`config.mk`:
```
export PLATFORM = sky130hd
export DESIGN_NAME = spi_m0_master
export DESIGN_NICKNAME = d
export VERILOG_FILES = /design/src/rtl/spi_m0_pkg.sv /design/src/rtl/spi_m0_halftick.sv /design/src/rtl/spi_m0_shreg.sv /design/src/rtl/spi_m0_master.sv
export SDC_FILE = /design/constraint.sdc
export NUM_CORES = 1
export LEC_CHECK = 0
export ABC_AREA = 1
export BUFFER_PORTS_ARGS = -buffer_cell sky130_fd_sc_hd__buf_2
export CORE_MARGIN = 5
export CORE_UTILIZATION = 56
export CTS_BUF_LIST = sky130_fd_sc_hd__clkbuf_8
export DETAILED_ROUTE_END_ITERATION = 6
export PLACE_DENSITY_LB_ADDON = 0.08
export SLEW_MARGIN = 20
export SYNTH_ARGS = -nofsm -noshare
export SYNTH_HDL_FRONTEND = slang
export SYNTH_SLANG_ARGS = --single-unit
```
`constraint.sdc`:
```
create_clock -name clk -period 4.3 [get_ports clk]
set_input_delay 0 -clock clk [delete_from_list [all_inputs] [get_ports clk]]
set_output_delay 0 -clock clk [all_outputs]
set_load 0.01 [all_outputs]
```
`src/rtl/spi_m0_pkg.sv`:
```
package spi_m0_pkg;

    // Phases of one word and of the gap between words.
    typedef enum logic [2:0] {
        PH_IDLE,
        PH_SETUP,   // select low, data line still 0
        PH_LEAD,    // first bit on the line, clock still low
        PH_HIGH,    // clock high, input captured on entry
        PH_LOW,     // clock low, next bit launched on entry
        PH_TAIL,    // last bit held, clock low before select rises
        PH_GAP1,    // select high, first half of the gap
        PH_GAP2     // select high, second half of the gap
    } phase_e;

endpackage

```
`src/rtl/spi_m0_halftick.sv`:
```
module spi_m0_halftick #(
    parameter int CNT_W = 7
) (
    input  logic             clk,
    input  logic             rst_n,
    input  logic             restart,
    input  logic [CNT_W-1:0] half,
    output logic             expire
);

    typedef struct packed {
        logic [CNT_W-1:0] cnt;
    } tick_t;

    tick_t s_d, s_q;

    always_comb begin
        s_d = s_q;
        if (restart || (s_q.cnt == '0)) begin
            s_d.cnt = half - 1'b1;
        end else begin
            s_d.cnt = s_q.cnt - 1'b1;
        end
    end

    always_ff @(posedge clk or negedge rst_n) begin
        if (!rst_n) begin
            s_q <= '0;
        end else begin
            s_q <= s_d;
        end
    end

    assign expire = (s_q.cnt == '0);

endmodule

```
`src/rtl/spi_m0_shreg.sv`:
```
module spi_m0_shreg #(
    parameter int DATA_W = 16,
    parameter int BIT_W  = $clog2(DATA_W + 1)
) (
    input  logic              clk,
    input  logic              rst_n,
    input  logic              load,
    input  logic [DATA_W-1:0] load_word,
    input  logic [BIT_W-1:0]  load_bits,
    input  logic              shift,
    input  logic              capture,
    input  logic              sdi,
    output logic              sdo,
    output logic [DATA_W-1:0] rx_word
);

    typedef struct packed {
        logic [DATA_W-1:0] tx;
        logic [DATA_W-1:0] rx;
    } sh_t;

    sh_t s_d, s_q;

    always_comb begin
        s_d = s_q;
        if (load) begin
            // left-justify the selected low bits so the top bit leads
            s_d.tx = load_word << (BIT_W'(DATA_W) - load_bits);
            s_d.rx = '0;
        end else begin
            if (shift) begin
                s_d.tx = {s_q.tx[DATA_W-2:0], 1'b0};
            end
            if (capture) begin
                s_d.rx = {s_q.rx[DATA_W-2:0], sdi};
            end
        end
    end

    always_ff @(posedge clk or negedge rst_n) begin
        if (!rst_n) begin
            s_q <= '0;
        end else begin
            s_q <= s_d;
        end
    end

    assign sdo     = s_q.tx[DATA_W-1];
    assign rx_word = s_q.rx;

endmodule

```
`src/rtl/spi_m0_master.sv`:
```
module spi_m0_master #(
    parameter int DATA_W = 16,
    parameter int DIV_W  = 8
) (
    input  logic              clk,
    input  logic              rst_n,
    input  logic              enable,
    input  logic              master_mode,
    input  logic [DIV_W-1:0]  div_val,
    input  logic [$clog2(DATA_W)-1:0] word_len,
    input  logic              tx_valid,
    input  logic [DATA_W-1:0] tx_data,
    output logic              tx_pop,
    output logic              rx_valid,
    output logic [DATA_W-1:0] rx_data,
    output logic              sclk,
    output logic              sclk_oe,
    output logic              fss_n,
    output logic              mosi,
    output logic              mosi_oe,
    input  logic              miso,
    output logic              busy
);
    import spi_m0_pkg::*;

    localparam int LEN_W    = $clog2(DATA_W);
    localparam int BIT_W    = $clog2(DATA_W + 1);
    localparam int CNT_W    = DIV_W - 1;
    localparam int MIN_BITS = 4;

    typedef struct packed {
        phase_e           phase;
        logic [BIT_W-1:0] left;   // bits still to capture
        logic [CNT_W-1:0] half;   // half period latched per burst
        logic             rxv;
    } ctl_t;

    ctl_t c_d, c_q;

    logic             expire;
    logic             restart;
    logic             pop;
    logic             do_shift;
    logic             do_cap;
    logic             sdo;
    logic             start_ok;
    logic [CNT_W-1:0] half_in;
    logic [CNT_W-1:0] half_use;
    logic [BIT_W-1:0] len_bits;

    // Half period from the divider: floor(div/2), never below one.
    always_comb begin
        half_in = CNT_W'(div_val >> 1);
        if (half_in == '0) begin
            half_in = CNT_W'(1);
        end
    end

    // Word length code to bit count, clamped at the minimum length.
    always_comb begin
        if (word_len < LEN_W'(MIN_BITS - 1)) begin
            len_bits = BIT_W'(MIN_BITS);
        end else begin
            len_bits = BIT_W'(word_len) + 1'b1;
        end
    end

    assign start_ok = enable && tx_valid;
    assign restart  = (c_q.phase == PH_IDLE);
    assign half_use = (c_q.phase == PH_IDLE) ? half_in : c_q.half;

    always_comb begin
        c_d      = c_q;
        c_d.rxv  = 1'b0;
        pop      = 1'b0;
        do_shift = 1'b0;
        do_cap   = 1'b0;
        unique case (c_q.phase)
            PH_IDLE: begin
                c_d.half = half_in;
                if (start_ok) begin
                    pop       = 1'b1;
                    c_d.left  = len_bits;
                    c_d.phase = PH_SETUP;
                end
            end
            PH_SETUP: begin
                if (expire) c_d.phase = PH_LEAD;
            end
            PH_LEAD: begin
                if (expire) begin
                    do_cap    = 1'b1;
                    c_d.phase = PH_HIGH;
                end
            end
            PH_HIGH: begin
                if (expire) begin
                    if (c_q.left == '0) begin
                        c_d.phase = PH_TAIL;
                    end else begin
                        do_shift  = 1'b1;
                        c_d.phase = PH_LOW;
                    end
                end
            end
            PH_LOW: begin
                if (expire) begin
                    do_cap    = 1'b1;
                    c_d.phase = PH_HIGH;
                end
            end
            PH_TAIL: begin
                if (expire) c_d.phase = start_ok ? PH_GAP1 : PH_IDLE;
            end
            PH_GAP1: begin
                if (expire) c_d.phase = PH_GAP2;
            end
            PH_GAP2: begin
                if (expire) begin
                    if (start_ok) begin
                        pop       = 1'b1;
                        c_d.left  = len_bits;
                        c_d.phase = PH_SETUP;
                    end else begin
                        c_d.phase = PH_IDLE;
                    end
                end
            end
            default: c_d.phase = PH_IDLE;
        endcase
        if (do_cap) begin
            c_d.left = c_q.left - 1'b1;
            c_d.rxv  = (c_q.left == BIT_W'(1));
        end
    end

    always_ff @(posedge clk or negedge rst_n) begin
        if (!rst_n) begin
            c_q       <= '0;
            c_q.phase <= PH_IDLE;
        end else begin
            c_q <= c_d;
        end
    end

    spi_m0_halftick #(
        .CNT_W (CNT_W)
    ) u_tick (
        .clk     (clk),
        .rst_n   (rst_n),
        .restart (restart),
        .half    (half_use),
        .expire  (expire)
    );

    spi_m0_shreg #(
        .DATA_W (DATA_W),
        .BIT_W  (BIT_W)
    ) u_shreg (
        .clk       (clk),
        .rst_n     (rst_n),
        .load      (pop),
        .load_word (tx_data),
        .load_bits (len_bits),
        .shift     (do_shift),
        .capture   (do_cap),
        .sdi       (miso),
        .sdo       (sdo),
        .rx_word   (rx_data)
    );

    always_comb begin
        fss_n = (c_q.phase == PH_IDLE) || (c_q.phase == PH_GAP1) ||
                (c_q.phase == PH_GAP2);
        mosi  = ((c_q.phase == PH_LEAD) || (c_q.phase == PH_HIGH) ||
                 (c_q.phase == PH_LOW)  || (c_q.phase == PH_TAIL)) ? sdo : 1'b0;
    end

    assign sclk     = (c_q.phase == PH_HIGH);
    assign mosi_oe  = !fss_n;
    assign busy     = (c_q.phase != PH_IDLE);
    assign sclk_oe  = master_mode;
    assign tx_pop   = pop;
    assign rx_valid = c_q.rxv;

endmodule

```
Word-level counts from Yosys, hierarchy flattened
Cells that the tools add are included.

$add $sub $neg: 5. Multiply operators: 0. Div/mod/pow operators: 0. Order comparisons: 1. Eq/ne operators: 18. Shift-type cells: 1. Mux-type cells: 31. Bitwise operators: 0. Reduce and logical (&&, ||, !) cells: 19.

Operators by type and width (number): $mux W16 (2); $mux W32 (1); $mux W7 (3); $pmux W3 S7 (1); $mux W3 (6); $mux W8 (2); $shl A16 B5 Y16 (1); $mux W5 (3); $logic_not A7 Y1 (2); $sub A7 B1 Y7 const B (2); $eq A3 B3 Y1 const B (4); $mux W1 (11); $ne A2 B2 Y1 const B (5); $pmux W5 S2 (1); $ne A3 B3 Y1 const B (3); $reduce_and A7 Y1 (1); $eq A3 B2 Y1 const B (2); $logic_or A1 B1 Y1 (6); $reduce_bool A3 Y1 (2); $add A4 B1 Y5 const B (1); $eq A5 B1 Y1 const B (1); $logic_not A5 Y1 (1); $sub A5 B1 Y5 const B (1); $sub A5 B5 Y5 const A (1); 10 further kinds (12).

Register bits after elaboration: 55. Bits in latches: 0. Bits in writable memories: 0. ROM bits: 0. Input port bits: 34. Output and inout bits: 24. Logic and storage cells: 82. Memories: 0.

Logic depth before layout (Yosys ltp)
Gate-level depths: netlist of run 1.

Word-level depth: 6. Gate-level depth with buffers: 17. Depth with buffers taken out: 15.

Cells and area by module
A second synthesis of run 1 with hierarchy kept.

Cells, all modules: 580. Area, all modules: 4018.9 um2.

Modules (own cells, without submodules): spi_m0_shreg (instances 1, cells an instance 328, area each 2356.0 um2, sequential area each 800.8 um2); spi_m0_master (instances 1, cells an instance 169, area each 1121.1 um2, sequential area each 400.4 um2); spi_m0_halftick (instances 1, cells an instance 83, area each 541.8 um2, sequential area each 175.2 um2).

Worst setup path after synthesis of run 1
No wires, ideal clock.

Kind: input port to flip-flop. Start: input port word_len[0]. End: register u_shreg.s_q[28] (netlist bit). Library setup time: 0.062 ns. Data arrival time: 1.984 ns. Required time: 4.238 ns. Setup slack: 2.253 ns. Stages: 14. Path buffers: 2. Cell sequence: ha_1 -> nor2_2 -> nand2_4 -> nand2_1 -> buf_2 -> ha_1 -> inv_1 -> clkbuf_1 -> nand3_1 -> o21ai_0 -> nand2_1 -> nand3_1 -> nand2_1 -> inv_1.

Word-level cells in the longest chain between the ends: 5. Elaborated cells between the ends (all ways): 6. Those cells by class: add/sub: 2; order compare: 1; shift: 1; mux: 2.

Ends and longest elaborated chain: start: declaration (line spi_m0_master.sv:10) `input logic [$clog2(DATA_W)-1:0] word_len,`; $add A4 B1 Y5 / $lt A4 B2 Y1 (equally long branches) (line spi_m0_master.sv:64, spi_m0_master.sv:61); $mux W5 * (line spi_m0_master.sv:61) `if (word_len < LEN_W'(MIN_BITS - 1)) begin`; $sub A5 B5 Y5 * (line spi_m0_shreg.sv:28) `s_d.tx = load_word << (BIT_W'(DATA_W) - load_bits);`; $shl A16 B5 Y16 * (line spi_m0_shreg.sv:28); $mux W32 * (line spi_m0_shreg.sv:26) `if (load) begin`; end signal: assignment (line spi_m0_shreg.sv:42) `s_q <= '0;`; end signal: assignment (line spi_m0_shreg.sv:44) `s_q <= s_d;`; end: declaration (line spi_m0_shreg.sv:22) `sh_t s_d, s_q;`.

Mark *: on every way between the ends. The rest lies on a longest branch, timed or not. A chain may end at the register's enable or synchronous reset.

Worst setup path in the final report of run 1
Start: input port word_len[0]. End: register u_shreg.s_q[30] (netlist bit).

The elaborated chain is that of the path after synthesis.

==> summary.txt, run 1 <==
Worst setup path
  • Critical path class: primary input to flip-flop
  • Critical Path Max Stage Delay: 0.75 ns
  • CP arrival: 2.93 ns
  • Master of the slowest instance on the critical path: ha_1
  • Required @ worst endpoint: 4.55 ns
  • Setup crit start kind: primary input
  • R2R cell count: 9
  • Worst setup EP type: flip-flop
  • Top delay family on crit path: simple AND/OR/NAND/NOR gates
  • Worst R2R End: c_q[10]
  • Buf/Inv on CP: 3
  • Crit-path most repeated cell: nand2_1
  • Crit. path cell count: 14
  • CP max FO: 20
  • Worst path cell trace: buf_2, ha_1, nor2_2, nand2_4, nand2_1, ha_1, inv_1, nand3_1, nand2_1, o21ai_1, nand2_1, nand3_1, nand2_1, inv_1
  • Reg2reg setup slack: slightly below 2 ns
  • R2r startpoint: u_tick.s_q[6]

Routing
  • Post-route ant nets: 0
  • Topmost layer with routed signal wires: met4
  • Wire per inst: 12.4 um
  • DRT Wirelength: 7.74 mm
  • Met3 routed WL: about 270 um
  • Via Count: ~3300
  • DR vias/cell: around 5.3
  • WL met1: 3.64 mm
  • Initial detailed-routing violation count: 172
  • Pre-antenna DRT Iters: 4
  • DRC Markers: 0
  • Wire length on met2: 3.76 mm

Floorplanning
  • Die X: 91.3 um
  • I/O pins: 58
  • Die area: 8330 um2
  • Chip height: just over 90 um
  • Initial Util: 57.9%
  • Placement Rows: 29
  • Core Region: 6390 um2

Layout
  • NumNets Final: roughly 600
  • Area growth syn-to-layout: 8.32%
  • Layout cells sized above 1: between 10% and 20%
  • # diodes: 0
  • Most frequent cells in the layout: nand2_1 (116), nand3_1 (83), dfrtp_1 (55)
  • Most common cell after layout, fill and taps aside: nand2_1

Global routing
  • Vias in the first global route: between 3000 and 4000
  • Initial antenna violation count: 0
  • Global router's overall resource usage: roughly 19%
  • First-pass GRT wire length: 13.3 mm
  • GR Overflow Total: 0
  • Largest net degree at the start of global routing: 56

Synth
  • Syn Inst Count: 514
  • Number of synthesized flops with an enable pin: 0
  • Area leader, netlist: dfrtp_1
  • Synth Net Count: ~550
  • Seq/Total Area, Yosys: 37.2%
  • Yosys top cell area share: a little under two fifths
  • Primary FF master, synth: dfrtp_1
  • Synthesized area: around 3700 um2
  • Number of synthesis warnings: 0
  • Post-synthesis cell type count: 36
  • Largest cells by area after synthesis: dfrtp_1 (37%), nand2_1 (12%), nand3_1 (11%)
  • Fraction of registers with async set/reset: between 90% and 100%
  • Mean Syn Cell Area: 7.20 um2
  • Register bit count reported by yosys: 55

STA
  • Final setup violation count: 0
  • Achievable clock frequency: 373 MHz
  • Setup TNS: 0 ns
  • Final worst clock skew: ~0.015 ns
  • Period utilization: around 62%
  • Min Hold Slack: 0.0000840 ns
  • Min Tclk post-route: 2.68 ns
  • Final-report max-slew violation count: 0
  • RSZ-0062 raised after global routing: false
  • Slew @ Worst Pin: 0.682 ns
  • Final hold violations: 0
  • Slew headroom: 54.5%

Clock tree
  • H-tree depth: 2
  • TritonCTS clock tree: built
  • Reg clk slew, reported paths: 0.09 ns
  • Inserted Clock Buffers: 5
  • Worst-skew pair later-pin latency: 0.31 ns
  • CTS root buffer: clkbuf_8
  • Sink Count: 55
  • CTS resizes: 0
  • Clock buffer depth: 2

Power and ir drop
  • P_int: 756 uW
  • Combinational power share: 18.1%
  • Pwr dens: 263 nW/um2
  • Sw power: 299 uW
  • Sw Ratio: around 28%
  • Seq pwr share: 49.0%
  • Share of total power in the clock network: 32.9%
  • Leakage: 2.10 nW
  • Worst vdd ir: between 0.15 and 0.2 mV
  • Total Power: 1.06 mW

Placed design
  • Gpl congestion: 0.836
  • IO buf count: 54
  • HPWL after DPL: 5.82 mm

Worst hold path
  • Hold Path Origin: master_mode
  • Hold Path End: sclk_oe
  • WHS Path Cells: 0
  • Hold WC Path Type: primary input to output port

Outcome
  • Status: complete, no violations

Job
  • Max-Cap Viols: 0
## synthesized netlist by cell type (3+ instances only)
cell / instances
xor2_1: 5
nand3_1: 83
ha_1: 6
o22ai_1: 13
nor2_2: 6
or2_2: 3
o21ai_2: 6
buf_4: 22
inv_2: 4
o21ai_1: 5
nand4_1: 5
nand2_2: 8
dfrtp_1: 55
nor2_1: 33
buf_2: 7
nand2_1: 116
o21ai_0: 39
a21oi_1: 14
clkbuf_1: 4
nand3b_1: 4
nand2_4: 4
inv_1: 53
## timing repair
| item | in CTS | in global routing |
|---|---|---|
| hold buffers | 6 | 0 |
| buffers inserted | 0 | 0 |
| hold endpoints to repair | 60 | 0 |
## power by group through the flow
stage,combinational (mW),clock [mW],sequential (mW)
after floorplan,0.136,0,0.527
after global placement,0.184,0,0.527
after detailed placement,0.185,0,0.527
after CTS,0.190,0.356,0.517
after global routing,0.217,0.376,0.517
final,0.191,0.347,0.517
## area by class of cell
type	count	area, um2
Tap cell	77	96.3
Clock buffer	5	68.8
Sequential cell	55	1380
Clock inverter	3	46.3
Timing Repair Buffer	61	338
Inverter	60	230
Multi-Input combinational cell	363	1850
Fill cell	628	2380
## flip-flops by register name, indices dropped and copies added, names as in the netlist
| signal | count |
|---|---|
| rx_valid | 1 |
| u_shreg.sdo | 1 |
| u_shreg.rx_word | 16 |
| u_tick.s_q | 7 |
| u_shreg.s_q | 15 |
| c_q | 15 |
## logic make-up (layout without fill, tap and decap cells)
group                      Yosys count  count (layout)  synth area share (%)
and+or+nand+nor                    268             268                  33.8
buffers and inverters               96             129                  12.8
AOI/OAI and AO/OA                   82              82                  12.5
DFF                                 55              55                  37.2
adders and majority gates            6               6                  2.03
xor gates and xnor gates             6               6                  1.42
muxes                                1               1                 0.271
## routing by layer
layer  up-vias  GRT usage [%]
li1       1729              -
met1      1546           25.0
met2        48           31.6
met3         7           2.98
met4         0           3.67
met5         -              0
## through the flow
step	util (%)	instance area, um2	instances	setup WS, ns
final	62.7	4010	624	1.62
after global routing	62.7	4010	624	1.32
after CTS	62.7	4010	624	1.65
after global placement	60.0	3830	610	1.36
after floorplan	-	3700	514	2.25
after detailed placement	60.0	3830	610	1.31
## how the worst max path moves through the flow
stage                      startpoint              end  slack (ns)
after floorplan           word_len[0]  u_shreg.s_q[28]        2.25
after global placement    word_len[0]  u_shreg.s_q[28]        1.36
after detailed placement  word_len[0]  u_shreg.s_q[28]        1.31
after CTS                 word_len[0]  u_shreg.s_q[28]        1.65
after global routing      word_len[0]  u_shreg.s_q[30]        1.32
final                     word_len[0]  u_shreg.s_q[30]        1.62
(Power assumes the default switching activity.)
==> inputs of run 2 (changes only) <==
--- a/config.mk
+++ b/config.mk
@@ -8,7 +8,7 @@
 export ABC_AREA = 1
 export BUFFER_PORTS_ARGS = -buffer_cell sky130_fd_sc_hd__buf_2
 export CORE_MARGIN = 5
-export CORE_UTILIZATION = 56
+export CORE_UTILIZATION = 53
 export CTS_BUF_LIST = sky130_fd_sc_hd__clkbuf_8
 export DETAILED_ROUTE_END_ITERATION = 6
 export PLACE_DENSITY_LB_ADDON = 0.08
==> constraint.sdc (replaced) <==
create_clock -name clk -period 2.15 [get_ports clk]
set_input_delay 0 -clock clk [delete_from_list [all_inputs] [get_ports clk]]
set_output_delay 0 -clock clk [all_outputs]
set_load 0.01 [all_outputs]
==> run 2 against run 1 <==
  * Largest power group unchanged
  * Clock-buffer cell count unchanged
  * Die area increased by 5.0%
  * Combinational power increased by 120%
  * Critical endpoint is now u_tick.s_q[4]
  * Clock power increased by 61%
  * Largest cell class unchanged
==> summary.txt, run 2 (same netlist as run 1, synthesis figures left out) <==
Placed design
  • IO buf count: 54
  • HPWL after DPL: 6.23 mm
  • Gpl congestion: 0.836
  • Pre-CTS setup slack: a little over 0.1 ns

Floorplanning
  • Die area: 8750 um2
  • I/O pins: 58
  • Die X: ~94 um
  • Initial Util: a little over half
  • Chip height: 93.5 um
  • Placement Rows: 30
  • Core Region: 6790 um2

Worst setup path
  • Worst setup EP type: flip-flop
  • Required @ worst endpoint: 2.38 ns
  • CP arrival: 2.16 ns
  • Critical path class: flip-flop to flip-flop
  • Setup crit start kind: flip-flop
  • CP max FO: 16

STA
  • Final setup violation count: 0
  • Period utilization: ~90%
  • Slew headroom: 67.5%
  • Final-report max-slew violation count: 0
  • RSZ-0062 raised after global routing: false
  • Fin worst setup slack: approximately 0.22 ns
  • Slew @ Worst Pin: 0.487 ns
  • Final worst clock skew: 0.00429 ns
  • Final hold violations: 0
  • Achievable clock frequency: just over 500 MHz
  • Setup TNS: 0 ns
  • Min Tclk post-route: 1.93 ns

Job
  • Max-Cap Viols: 0

Global routing
  • Global router's overall resource usage: 19.5%
  • Initial antenna violation count: 0
  • Vias in the first global route: 3228
  • GR Overflow Total: 0
  • Largest net degree at the start of global routing: 24
  • First-pass GRT wire length: 14.2 mm

Routing
  • DRC Markers: 0
  • Via Count: between 3000 and 4000
  • Initial detailed-routing violation count: 139
  • DR vias/cell: 5.16
  • Pre-antenna DRT Iters: 6
  • Post-route ant nets: 0
  • DRT Wirelength: 8.17 mm
  • Wire per inst: 12.5 um

Layout
  • Max FFs per register: 16
  • Area growth syn-to-layout: 11.3%
  • Layout cells sized above 1: 20.1%
  • Most frequent cells in the layout: nand2_1 (116), nand3_1 (83), dfrtp_1 (55)
  • NumNets Final: 597
  • Most common cell after layout, fill and taps aside: nand2_1
  • Util after Layout: 60.6%
  • # diodes: 0

Power and ir drop
  • P_int: approximately 1.4 mW
  • Share of total power in the clock network: 27.8%
  • Worst vdd ir: 0.330 mV
  • Pwr dens: 489 nW/um2
  • Sw power: around 600 uW
  • Seq pwr share: 51.4%
  • Leakage: 2.14 nW
  • Combinational power share: 20.8%
  • Total Power: 2.01 mW
  • Sw Ratio: 29.8%

Clock tree
  • Clock buffer depth: 2
  • Reg clk slew, reported paths: 0.10 ns
  • Inserted Clock Buffers: 5
  • Post-CTS setup buffers: 0
  • CTS root buffer: clkbuf_8
  • Worst-skew pair later-pin latency: 0.30 ns
  • TritonCTS clock tree: built
  • Sink Count: 55
  • H-tree depth: 2

Outcome
  • Status: complete, no violations

Worst hold path
  • Hold WC Path Type: primary input to output port
==> run 2: per-layer routing <==
layer  up-vias  wire [um]  global-route usage (%)
met5         -          0                       0
met3         7        354                    3.14
li1       1747          -                       -
met1      1552       3760                    26.3
met4         0         49                    2.77
met2        69       4010                    33.8
==> run 2: final cells by class <==
type,instances,area (um2)
clock buffer,5,68.8
clock inverter,3,20.0
fill,641,2680
inverter,60,230
multi-input combinational,363,1870
sequential,55,1380
tap,96,120
timing repair buffer,72,433
==> run 2: final timing paths <==
kind / startpoint / to / slack [ns] / cells after the start
worst max-delay path: c_q[14] / u_tick.s_q[4] / 0.22 / 11
worst min-delay path: master_mode / sclk_oe / 0.0001 / 0
worst max register to register: c_q[14] / u_tick.s_q[4] / 0.22 / 11
worst min register to register: c_q[12] / rx_valid / 0.50 / 1
max in group asynchronous: rst_n / u_shreg.rx_word[15] / 1.37 / 3
min in group asynchronous: rst_n / c_q[10] / 0.16 / 2
==> run 2: what timing repair did <==
item / CTS / global route
endpoints found under the setup margin: 0 / 9
endpoints found under the hold margin: 23 / 0
resized for setup: 0 / 4
hold buffers: 6 / 0
==> run 2: critical path, cell delays in order, from the launching register on <==
cell and delay [ns]:
dfrtp_1 0.47, nor2_4 0.17, nand2_4 0.14, nor2_1 0.13, nand2_1 0.07, o21ai_1 0.10
nand2_1 0.09, o21ai_2 0.12, ha_2 0.25, inv_1 0.07, nor2_1 0.13, xnor2_1 0.13
==> run 2: stage by stage <==
step | area, um2 | std cells | hold slack [ns]
floorplan | 3700 | 514 | -0.296
global placement | 3950 | 640 | -0.0310
detailed placement | 3950 | 640 | -0.0303
CTS | 4100 | 654 | 0.000231
global route | 4120 | 654 | 0.000133
finish | 4120 | 654 | 0.000127
==> run 2: power by group through the flow <==
stage | clock network, mW | registers, mW | logic [mW]
after CTS | 0.576 | 1.03 | 0.417
after global placement | 0 | 1.05 | 0.402
after floorplan | 0 | 1.05 | 0.271
after global routing | 0.624 | 1.03 | 0.476
after detailed placement | 0 | 1.05 | 0.407
final | 0.560 | 1.03 | 0.418
==> inputs of run 3 (changes only) <==
--- a/config.mk
+++ b/config.mk
@@ -7,12 +7,13 @@
 export LEC_CHECK = 0
 export ABC_AREA = 1
 export BUFFER_PORTS_ARGS = -buffer_cell sky130_fd_sc_hd__buf_2
+export CORE_ASPECT_RATIO = 0.5
 export CORE_MARGIN = 5
 export CORE_UTILIZATION = 53
 export CTS_BUF_LIST = sky130_fd_sc_hd__clkbuf_8
 export DETAILED_ROUTE_END_ITERATION = 6
 export PLACE_DENSITY_LB_ADDON = 0.08
-export SLEW_MARGIN = 20
+export REMOVE_ABC_BUFFERS = 1
 export SYNTH_ARGS = -nofsm -noshare
 export SYNTH_HDL_FRONTEND = slang
 export SYNTH_SLANG_ARGS = --single-unit
==> run 3 against run 2 <==
  * Via count rose by 1.7%
  * Flip-flop and latch count is the same
  * First-iteration DRC count increased by 14%
  * Total power is 1.3% higher
  * Sequential power hardly changed
  * Non-clock buffer count increased by 4
  * Die area rose by 1.2%
  * Maximum frequency down 0.34%
  * Worst hold slack is essentially flat
  * Routed wire length shrank 0.31%
  * Combinational power grew 1%
==> summary.txt, run 3 (same netlist as run 1, synthesis figures left out) <==
Outcome
  • Status: complete, no violations

Worst setup path
  • Worst path cell trace: nor2_2, nand2_4, inv_4, nor2_8, nor2_4, inv_2, nand2_2, buf_4, o21ai_0
  • Critical Path Max Stage Delay: 0.44 ns
  • Master of the slowest instance on the critical path: dfrtp_1
  • CP arrival: 2.18 ns
  • Setup crit start kind: flip-flop
  • Required @ worst endpoint: 2.39 ns
  • CP max FO: 16
  • Buf/Inv on CP: 3
  • Reg2reg setup slack: 0.21 ns
  • Worst setup EP type: flip-flop
  • Critical path class: flip-flop to flip-flop
  • Top delay family on crit path: simple AND/OR/NAND/NOR gates

Global routing
  • GRT met2 Usage: around 31%
  • First-pass GRT wire length: 14.1 mm
  • Largest net degree at the start of global routing: 33
  • Vias in the first global route: 3142
  • M1 GR Usage: 26.3%
  • Global router's overall resource usage: a little under a fifth
  • Top Usage Layer GRT: met2
  • Initial antenna violation count: 0
  • Global routing usage on met3: 4.01%
  • GR Overflow Total: 0

Placed design
  • DP Area: 3980 um2
  • Gpl congestion: 0.916
  • Placed cells: 640
  • IO buf count: 54
  • HPWL after DPL: 6.23 mm

Layout
  • Most common cell after layout, fill and taps aside: nand2_1
  • FILL cells: 645
  • Max FFs per register: 16
  • NumNets Final: 601
  • Layout cells sized above 1: 20.8%
  • # diodes: 0
  • Post-Layout Cell Count: between 600 and 700
  • Most frequent cells in the layout: nand2_1 (116), nand3_1 (83), dfrtp_1 (54), buf_2 (54), inv_1 (53)
  • Design area: 4140 um2
  • Area growth syn-to-layout: 11.8%
  • FF/Latch Area: 1380 um2
  • Multi-input logic area: 1860 um2
  • Util after Layout: 61.5%

Routing
  • DR vias/cell: 5.25
  • Post-route ant nets: 0
  • Wire per inst: between 10 and 15 um
  • DRT Wirelength: 8.15 mm
  • Pre-antenna DRT Iters: 4
  • DRC Markers: 0
  • Via Count: 3431
  • Initial detailed-routing violation count: 158

Floorplanning
  • Initial Util: 55.0%
  • I/O pins: 58
  • Die area: 8850 um2
  • Core Region: 6730 um2
  • Chip height: 69.1 um
  • Placement Rows: 21
  • Die X: approximately 130 um

STA
  • Min Tclk post-route: 1.94 ns
  • Slew @ Worst Pin: 0.747 ns
  • Period utilization: 90.3%
  • Final worst clock skew: around 0.012 ns
  • Final hold violations: 0
  • RSZ-0062 raised after global routing: false
  • Final setup violation count: 0
  • Final-report max-slew violation count: 0
  • Slew headroom: 50.2%
  • Achievable clock frequency: a little over 500 MHz

Power and ir drop
  • Worst vdd ir: roughly 0.22 mV
  • Seq pwr share: 50.7%
  • P_int: between 1 and 1.5 mW
  • Leakage: roughly 2.2 nW
  • Combinational power share: 20.7%
  • Pwr dens: 493 nW/um2
  • Sw Ratio: approximately 30%
  • Sw power: 611 uW
  • Share of total power in the clock network: 28.6%

Clock tree
  • Worst-skew pair later-pin latency: between 0.3 and 0.4 ns
  • CTS root buffer: clkbuf_8
  • H-tree depth: 2
  • Reg clk slew, reported paths: ~0.11 ns
  • TritonCTS clock tree: built
  • Inserted Clock Buffers: 5
  • Clock buffer depth: 2
  • Sink Count: 55

Worst hold path
  • Hold WC Path Type: primary input to output port

Job
  • Max-Cap Viols: 0
[run 3: power by group through the flow]
stage	Combinational (mW)	Sequential (mW)	Clock (mW)
6_report	0.422	1.03	0.582
3_5_place_dp	0.412	1.05	0
5_1_grt	0.477	1.03	0.644
4_1_cts	0.422	1.03	0.606
3_3_place_gp	0.411	1.05	0
2_1_floorplan	0.254	1.05	0
[run 3: metal layers]
| metal | share of wire, % | wire (um) |
|---|---|---|
| met1 | 48 | 3910 |
| met4 | 0.43 | 35 |
| met5 | 0 | 0 |
| met2 | 46 | 3760 |
| met3 | 5.4 | 444 |
[run 3: layout make-up]
type,instances,area share (%)
multi-input combinational,363,44.9
clock inverter,3,0.545
sequential,55,33.3
clock buffer,5,1.66
timing repair buffer,76,11.2
tap,92,2.78
inverter,60,5.57
[run 3: metrics by stage]
step	total power, mW	hold slack, ns	setup WS [ns]	setup TNS (ns)
6_report	2.04	0.0000219	0.210	0
5_1_grt	2.16	0.0000598	0.00860	0
4_1_cts	2.06	0.0000686	0.164	0
3_5_place_dp	1.47	0.0000686	0.0879	0
3_3_place_gp	1.46	0.0000686	0.142	0
2_1_floorplan	1.31	-0.296	-0.131	-0.702
[run 3: worst paths after layout]
path                              from            endpoint  depth (start not counted)
max reg2reg                    c_q[14]  u_shreg.rx_word[0]                          9
min in group asynchronous        rst_n     u_shreg.s_q[28]                          2
min                        master_mode             sclk_oe                          0
min reg2reg                    c_q[12]            rx_valid                          1
max                            c_q[14]  u_shreg.rx_word[0]                          9
max in group asynchronous        rst_n              c_q[2]                          3
[run 3: worst register-to-register path: cells and delay by family (launching register included)]
| kind | cells | cell delay [ns] |
|---|---|---|
| and+or+nand+nor | 5 | 0.75 |
| buffers and inverters | 3 | 0.50 |
| DFF | 1 | 0.44 |
| AOI/OAI and AO/OA | 1 | 0.18 |
[run 3: repair_timing]
action                                  CTS  global route
buffers inserted                          0             0
endpoints found under the setup margin    0             7
hold buffers                              6             0
endpoints found under the hold margin    35             0
resized for setup                         0             3
